[config.mk]
export PLATFORM = sky130hd
export DESIGN_NAME = pulse_pause_tx
export DESIGN_NICKNAME = d
export VERILOG_FILES = /design/src/rtl/pptx_pkg.sv /design/src/rtl/pptx_tick_counter.sv /design/src/rtl/pptx_shifter.sv /design/src/rtl/pptx_resp_timer.sv /design/src/rtl/pptx_fsm.sv /design/src/rtl/pulse_pause_tx.sv
export SDC_FILE = /design/constraint.sdc
export NUM_CORES = 1
export LEC_CHECK = 0
export BUFFER_PORTS_ARGS = -buffer_cell sky130_fd_sc_hd__buf_2
export CAP_MARGIN = 10
export CORE_ASPECT_RATIO = 0.5
export CORE_MARGIN = 5
export CORE_UTILIZATION = 45
export DETAILED_ROUTE_END_ITERATION = 10
export GPL_TIMING_DRIVEN = 0
export PLACE_DENSITY = 0.73
export SETUP_SLACK_MARGIN = 0.15
export SLEW_MARGIN = 20
export SYNTH_ARGS = -nofsm -noshare
export SYNTH_HDL_FRONTEND = slang
export SYNTH_HIERARCHICAL = 1
export SYNTH_SLANG_ARGS = --single-unit
[constraint.sdc]
create_clock -name clk -period 2.9 [get_ports clk]
set_clock_uncertainty 0.15 [all_clocks]
set_input_delay 0.145 -clock clk [delete_from_list [all_inputs] [get_ports clk]]
set_output_delay 0.145 -clock clk [all_outputs]
set_load 0.005 [all_outputs]
[src/rtl/pptx_pkg.sv]
// Shared types for the pulse-pause frame encoder.
package pptx_pkg;

    // Frame phases: idle (carrier on), opening pause, carrier-on mark, closing pause.
    typedef enum logic [1:0] {
        PP_IDLE  = 2'd0,
        PP_PAUSE = 2'd1,
        PP_MARK  = 2'd2,
        PP_CLOSE = 2'd3
    } pp_state_e;

endpackage

[src/rtl/pptx_tick_counter.sv]
// Tick counter for the current bit or closing pause.
// Counts qualified ticks and is cleared when a new segment starts.
// Assumes the caller clears it before the count can exceed its width.
module pptx_tick_counter #(
    parameter int TW = 8
) (
    input  logic          clk,
    input  logic          rst_n,
    input  logic          clear,
    input  logic          tick,
    output logic [TW-1:0] count
);

    // Count ticks; a clear wins over a simultaneous tick.
    always_ff @(posedge clk) begin
        if (!rst_n) begin
            count <= '0;
        end else if (clear) begin
            count <= '0;
        end else if (tick) begin
            count <= count + TW'(1);
        end
    end

endmodule

[src/rtl/pptx_shifter.sv]
// Payload store for the frame being sent.
// Holds the bits still to be sent after the current one and how many bits
// remain, the current one included. Bit 0 of the payload is taken directly
// by the controller at load time. Assumes DATA_W >= 2.
module pptx_shifter #(
    parameter int DATA_W = 32,
    parameter int CNT_W  = 6
) (
    input  logic              clk,
    input  logic              rst_n,
    input  logic              load,
    input  logic [DATA_W-1:0] data_in,
    input  logic [CNT_W-1:0]  nbits_in,
    input  logic              advance,
    output logic              next_bit,
    output logic              last_bit
);

    localparam logic [CNT_W-1:0] MAX_BITS = CNT_W'(DATA_W);

    logic [DATA_W-2:0] rest_q;
    logic [CNT_W-1:0]  remain_q;
    logic [CNT_W-1:0]  clamped;

    // Limit the requested count to the payload width.
    always_comb begin
        clamped = (nbits_in > MAX_BITS) ? MAX_BITS : nbits_in;
    end

    // Load the payload on a start, drop one bit at the end of every bit.
    always_ff @(posedge clk) begin
        if (!rst_n) begin
            rest_q   <= '0;
            remain_q <= '0;
        end else if (load) begin
            rest_q   <= data_in[DATA_W-1:1];
            remain_q <= clamped;
        end else if (advance) begin
            rest_q   <= rest_q >> 1;
            remain_q <= remain_q - CNT_W'(1);
        end
    end

    assign next_bit = rest_q[0];
    assign last_bit = (remain_q == CNT_W'(1));

endmodule

[src/rtl/pptx_resp_timer.sv]
// Response-window timer.
// Restarts at frame end and counts ticks, holding at its maximum.
// Free-running otherwise, including during a frame.
module pptx_resp_timer #(
    parameter int RESP_W = 16
) (
    input  logic              clk,
    input  logic              rst_n,
    input  logic              restart,
    input  logic              tick,
    output logic [RESP_W-1:0] ticks
);

    localparam logic [RESP_W-1:0] TOP = '1;

    // Saturating count of ticks since the last restart.
    always_ff @(posedge clk) begin
        if (!rst_n) begin
            ticks <= '0;
        end else if (restart) begin
            ticks <= '0;
        end else if (tick && (ticks != TOP)) begin
            ticks <= ticks + RESP_W'(1);
        end
    end

endmodule

[src/rtl/pptx_fsm.sv]
// Frame controller for the pulse-pause encoder.
// Sequences pause/mark per bit and the closing pause, chooses each bit's
// length from data XOR keystream, and strobes the keystream advance.
// Assumes PAUSE_TICKS >= 1 and ZERO_TICKS, ONE_TICKS > PAUSE_TICKS.
module pptx_fsm
    import pptx_pkg::*;
#(
    parameter int TW          = 8,
    parameter int PAUSE_TICKS = 30,
    parameter int ONE_TICKS   = 150,
    parameter int ZERO_TICKS  = 90
) (
    input  logic          clk,
    input  logic          rst_n,
    input  logic          start,
    input  logic          nb_zero,
    input  logic          tick_en,
    input  logic [TW-1:0] cnt,
    input  logic          first_bit,
    input  logic          next_bit,
    input  logic          last_bit,
    input  logic          ks_bit,
    output pp_state_e     state,
    output logic          load,
    output logic          advance,
    output logic          cnt_clear,
    output logic          ks_adv,
    output logic          frame_end,
    output logic          done
);

    localparam logic [TW-1:0] PAUSE_LAST = TW'(PAUSE_TICKS - 1);
    localparam logic [TW-1:0] ONE_LAST   = TW'(ONE_TICKS - 1);
    localparam logic [TW-1:0] ZERO_LAST  = TW'(ZERO_TICKS - 1);

    logic          enc_q;
    logic          accept;
    logic          pause_end;
    logic          bit_end;
    logic [TW-1:0] len_last;

    // Decode the events that end a segment in the current cycle.
    always_comb begin
        len_last  = enc_q ? ONE_LAST : ZERO_LAST;
        accept    = (state == PP_IDLE) && start;
        pause_end = (state == PP_PAUSE) && tick_en && (cnt == PAUSE_LAST);
        bit_end   = (state == PP_MARK) && tick_en && (cnt == len_last);
        frame_end = (state == PP_CLOSE) && tick_en && (cnt == PAUSE_LAST);
        load      = accept;
        advance   = bit_end;
        cnt_clear = accept || bit_end || frame_end;
        ks_adv    = (accept && !nb_zero) || (bit_end && !last_bit);
    end

    // Phase register, encoded value of the current bit, and done pulse.
    always_ff @(posedge clk) begin
        if (!rst_n) begin
            state <= PP_IDLE;
            enc_q <= 1'b0;
            done  <= 1'b0;
        end else begin
            done <= frame_end;
            unique case (state)
                PP_IDLE: begin
                    if (accept) begin
                        state <= nb_zero ? PP_CLOSE : PP_PAUSE;
                        enc_q <= first_bit ^ ks_bit;
                    end
                end
                PP_PAUSE: begin
                    if (pause_end) begin
                        state <= PP_MARK;
                    end
                end
                PP_MARK: begin
                    if (bit_end) begin
                        state <= last_bit ? PP_CLOSE : PP_PAUSE;
                        enc_q <= next_bit ^ ks_bit;
                    end
                end
                PP_CLOSE: begin
                    if (frame_end) begin
                        state <= PP_IDLE;
                    end
                end
                default: state <= PP_IDLE;
            endcase
        end
    end

endmodule

[src/rtl/pulse_pause_tx.sv]
// Pulse-pause frame encoder, top level.
// Sends nbits_in bits of data_in, LSB first, each whitened by ks_bit, as
// carrier-off pauses followed by carrier-on marks whose total length gives
// the bit value; ends with a closing pause and a done pulse.
// Assumes tick_en is a single-cycle-per-tick enable and DATA_W >= 2.
module pulse_pause_tx
    import pptx_pkg::*;
#(
    parameter int DATA_W      = 32,
    parameter int PAUSE_TICKS = 30,
    parameter int ONE_TICKS   = 150,
    parameter int ZERO_TICKS  = 90,
    parameter int RESP_W      = 16,
    localparam int CNT_W      = $clog2(DATA_W + 1)
) (
    input  logic              clk,
    input  logic              rst_n,
    input  logic              tick_en,
    input  logic              start,
    input  logic [DATA_W-1:0] data_in,
    input  logic [CNT_W-1:0]  nbits_in,
    input  logic              ks_bit,
    output logic              ks_adv,
    output logic              carrier,
    output logic              busy,
    output logic              done,
    output logic [RESP_W-1:0] resp_ticks
);

    localparam int TW = $clog2(ONE_TICKS + 1);

    pp_state_e     state;
    logic [TW-1:0] cnt;
    logic          load;
    logic          advance;
    logic          cnt_clear;
    logic          frame_end;
    logic          next_bit;
    logic          last_bit;
    logic          nb_zero;

    // Carrier is off only during pauses; busy outside idle.
    always_comb begin
        nb_zero = (nbits_in == '0);
        carrier = !((state == PP_PAUSE) || (state == PP_CLOSE));
        busy    = (state != PP_IDLE);
    end

    pptx_fsm #(
        .TW          (TW),
        .PAUSE_TICKS (PAUSE_TICKS),
        .ONE_TICKS   (ONE_TICKS),
        .ZERO_TICKS  (ZERO_TICKS)
    ) u_fsm (
        .clk       (clk),
        .rst_n     (rst_n),
        .start     (start),
        .nb_zero   (nb_zero),
        .tick_en   (tick_en),
        .cnt       (cnt),
        .first_bit (data_in[0]),
        .next_bit  (next_bit),
        .last_bit  (last_bit),
        .ks_bit    (ks_bit),
        .state     (state),
        .load      (load),
        .advance   (advance),
        .cnt_clear (cnt_clear),
        .ks_adv    (ks_adv),
        .frame_end (frame_end),
        .done      (done)
    );

    pptx_tick_counter #(
        .TW (TW)
    ) u_cnt (
        .clk   (clk),
        .rst_n (rst_n),
        .clear (cnt_clear),
        .tick  (tick_en && busy),
        .count (cnt)
    );

    pptx_shifter #(
        .DATA_W (DATA_W),
        .CNT_W  (CNT_W)
    ) u_shift (
        .clk      (clk),
        .rst_n    (rst_n),
        .load     (load),
        .data_in  (data_in),
        .nbits_in (nbits_in),
        .advance  (advance),
        .next_bit (next_bit),
        .last_bit (last_bit)
    );

    pptx_resp_timer #(
        .RESP_W (RESP_W)
    ) u_resp (
        .clk     (clk),
        .rst_n   (rst_n),
        .restart (frame_end),
        .tick    (tick_en),
        .ticks   (resp_ticks)
    );

endmodule

==> metrics.txt <==
fin util=0.605; Critical Path Sink Type=register; antenna diode count=0; largest driver fanout on the critical path=10; Root Buffer=clkbuf_16; number of vias in the routed layout=2979; Reg2Reg Launch Point=u_cnt/count[0]; worst-case register-to-register setup slack=between 0.6 and 0.7 ns; clock tree from TritonCTS=yes; area occupied by registers=approximately 0.0013 sq mm; Detail Route Antenna Nets=0; number of standard cells after synthesis=approximately 380; RSZ-0062 raised after global routing=false; number of rows created at floorplan=22; multi-input combinational cell area=just under 0.002 sq mm; number of nets in the synthesized netlist=approximately 430; routed length per placed instance=about 13 um; vias per cell=between 5 and 6; Final Setup Violations=0; number of gates resized after cts=0; cell area after technology mapping=roughly 0.0034 sq mm; highest clock rate=around 440 MHz; input/output buffers=62; total of fill cells in the finished design=648; result of the run=finished, final reports clean; global-route wire length before repair=approximately 13 mm; count of unique library cells instantiated by Yosys=between 50 and 60; first drt pass iteration count=4; number of hold-slack violations in the final timing report=0; Setup TNS=0 ns; violation count after the first detailed-routing iteration=~200; synthesis-to-finish area growth=31.3%; Min-Delay Endpoint=u_shift/rest_q[2]; routability cong.=0.769; clock transition at the register clock pins on the worst setup and hold paths after CTS=approximately 0.060 ns; worst path arrival time=~2.4 ns; DRC Markers=0; Sinks on Clock Net=between 60 and 70; Initial Util=0.461; required time of the critical path=~3.0 ns; critical path start-end classification=reg -> reg; share of the cycle needed by the critical path after routing=0.790; Peak VDD IR=0.264 mV; fraction of post-synthesis cell area in the top cell type by area=0.385; flip-flop and latch count after synthesis=65; type of the most critical hold path=in -> reg; number of H-tree levels=3; Maximum Capacitance Violations=0; element type at the critical path start=register; vias in the first global route=between 2k and 3k; count leader, synth=dfxtp_1; TritonCTS buffer count=9; number of max-slew violations in the final report=0; Yosys warning total=6; Tightest Pin Transition=a little under 0.5 ns; Die X-Extent=roughly 130 um; maximum buffer depth of the clock tree=2; area of the core=0.00732 sq mm; EDFF count, synth=0; most common flop cell mapped by yosys=dfxtp_1; Final Net Count=around 530; library cell occupying the most area in the post-synthesis netlist=dfxtp_1; depth of the worst register-to-register path=8; routed wire length=between 7 and 8 mm; antenna violations before repair=0; Synth area leaders=dfxtp_1 (39%), mux2i_1 (9.8%), and2_1 (6.5%); Reg-to-Reg End=u_shift/rest_q[13]; slew margin rel.=0.673; Synth async-reset ratio=0; power density over cell area=roughly 520 mW/mm^2; worst hold stages=4; leakage component of the power=between 0.0015 and 0.002 uW; floorplan die height=71.2 um; worst hold start=data_in[3]; floorplan die area=0.00944 sq mm; most common library cells after synthesis=dfxtp_1 (65), nand2_1 (43), o21ai_0 (41); overall track demand over capacity in global routing=0.167; number of I/O pins=63; share of layout cells above drive strength 1=0.209; grt total ovfl=0; mean cell area of the mapped netlist=~8.9 sq um; maximum number of pins on one net before global-route repair=16; insertion delay of the later-clocked pin in the worst-skew pair=0.33 ns; fin crit period=approximately 2.3 ns; sequential area share after synthesis=0.385; HPWL after DPL=between 5 and 6 mm
[stage by stage]
step / setup slack [ns] / hold WS (ns) / cell area [sq um] / std cells / total power, uW
floorplan: 0.882 / 0.117 / 3380 / 378 / 1090
global placement: 0.677 / 0.274 / 3810 / 536 / 1160
detailed placement: 0.649 / 0.282 / 3810 / 536 / 1170
CTS: 0.608 / 0.00241 / 4430 / 583 / 2330
global route: 0.408 / 0.0124 / 4430 / 583 / 2410
finish: 0.610 / 0.0137 / 4430 / 583 / 2300
[layout make-up]
class                   count  area share
inverters                  12      0.0102
well taps                  96      0.0271
clock buffers              12      0.0601
clock inverters             4      0.0113
flip-flops and latches     65       0.294
repair buffers             93       0.140
multi-input cells         283       0.441
plain buffers              18      0.0172
[critical path, stage by stage, from the launching register on]
cell      delay [ns]
dfxtp_1         0.40
and4bb_2        0.32
nand4_4         0.13
nor2_1          0.10
buf_2           0.23
buf_2           0.34
mux2i_1         0.24
o21ai_0         0.10
and2_1          0.18
[report_power, final]
part | switching [uW] | internal, uW | leakage (uW)
clock network | 386 | 733 | 0.000151
registers | 26.2 | 932 | 0.000530
logic | 104 | 119 | 0.00108
[how the worst max path moves through the flow]
stage,startpoint,endpoint,slack [ns],depth (start not counted)
6_report,u_cnt/count[0],u_shift/rest_q[13],0.61,8
5_1_grt,u_cnt/count[0],u_shift/rest_q[15],0.41,8
4_1_cts,u_cnt/count[0],u_shift/rest_q[11],0.61,8
3_5_place_dp,u_cnt/count[0],u_shift/rest_q[15],0.65,8
3_3_place_gp,u_cnt/count[0],u_shift/rest_q[11],0.68,8
2_1_floorplan,u_cnt/count[0],u_shift/remain_q[4],0.88,7
[kinds of logic (layout without fill, tap and decap cells)]
| logic type | count (synthesis) | after routing | share of synthesized area |
|---|---|---|---|
| AND/OR/NAND/NOR | 155 | 155 | 0.274 |
| AO/OA/AOI/OAI | 78 | 78 | 0.154 |
| flip-flops | 65 | 65 | 0.385 |
| adder cells (fa/ha/maj) | 4 | 4 | 0.0148 |
| XOR/XNOR | 12 | 12 | 0.0311 |
| multiplexers | 34 | 34 | 0.105 |
| buffers and inverters | 30 | 139 | 0.0360 |
[cells in the final DEF, fill, tap and decap left out, types with 12 or more instances in the layout]
master         instances
inv_1                 12
dlygate4sd3_1         31
mux2i_1               33
and2_1                35
nor2_1                17
buf_2                 66
clkbuf_1              13
dfxtp_1               65
o21ai_0               41
nand2_1               43
[metal layers]
metal,vias up,GRT usage,wire length [um]
met5,-,0,0
met4,0,0.0553,84
met3,7,0.0449,306
met2,56,0.280,3560
met1,1360,0.212,3570
li1,1556,-,-
[sequential cells by signal (all words and copies together) (netlist names)]
| register | count |
|---|---|
| u_fsm/state | 2 |
| u_fsm/enc_q | 1 |
| u_resp/ticks | 16 |
| u_shift/remain_q | 6 |
| u_fsm/done | 1 |
| u_cnt/count | 8 |
| u_shift/rest_q | 31 |
[repair_timing]
item	4_1_cts	5_1_grt
buffers inserted	0	0
hold endpoints to repair	31	0
hold buffers	31	0
Power figures use the tool's default switching activity.
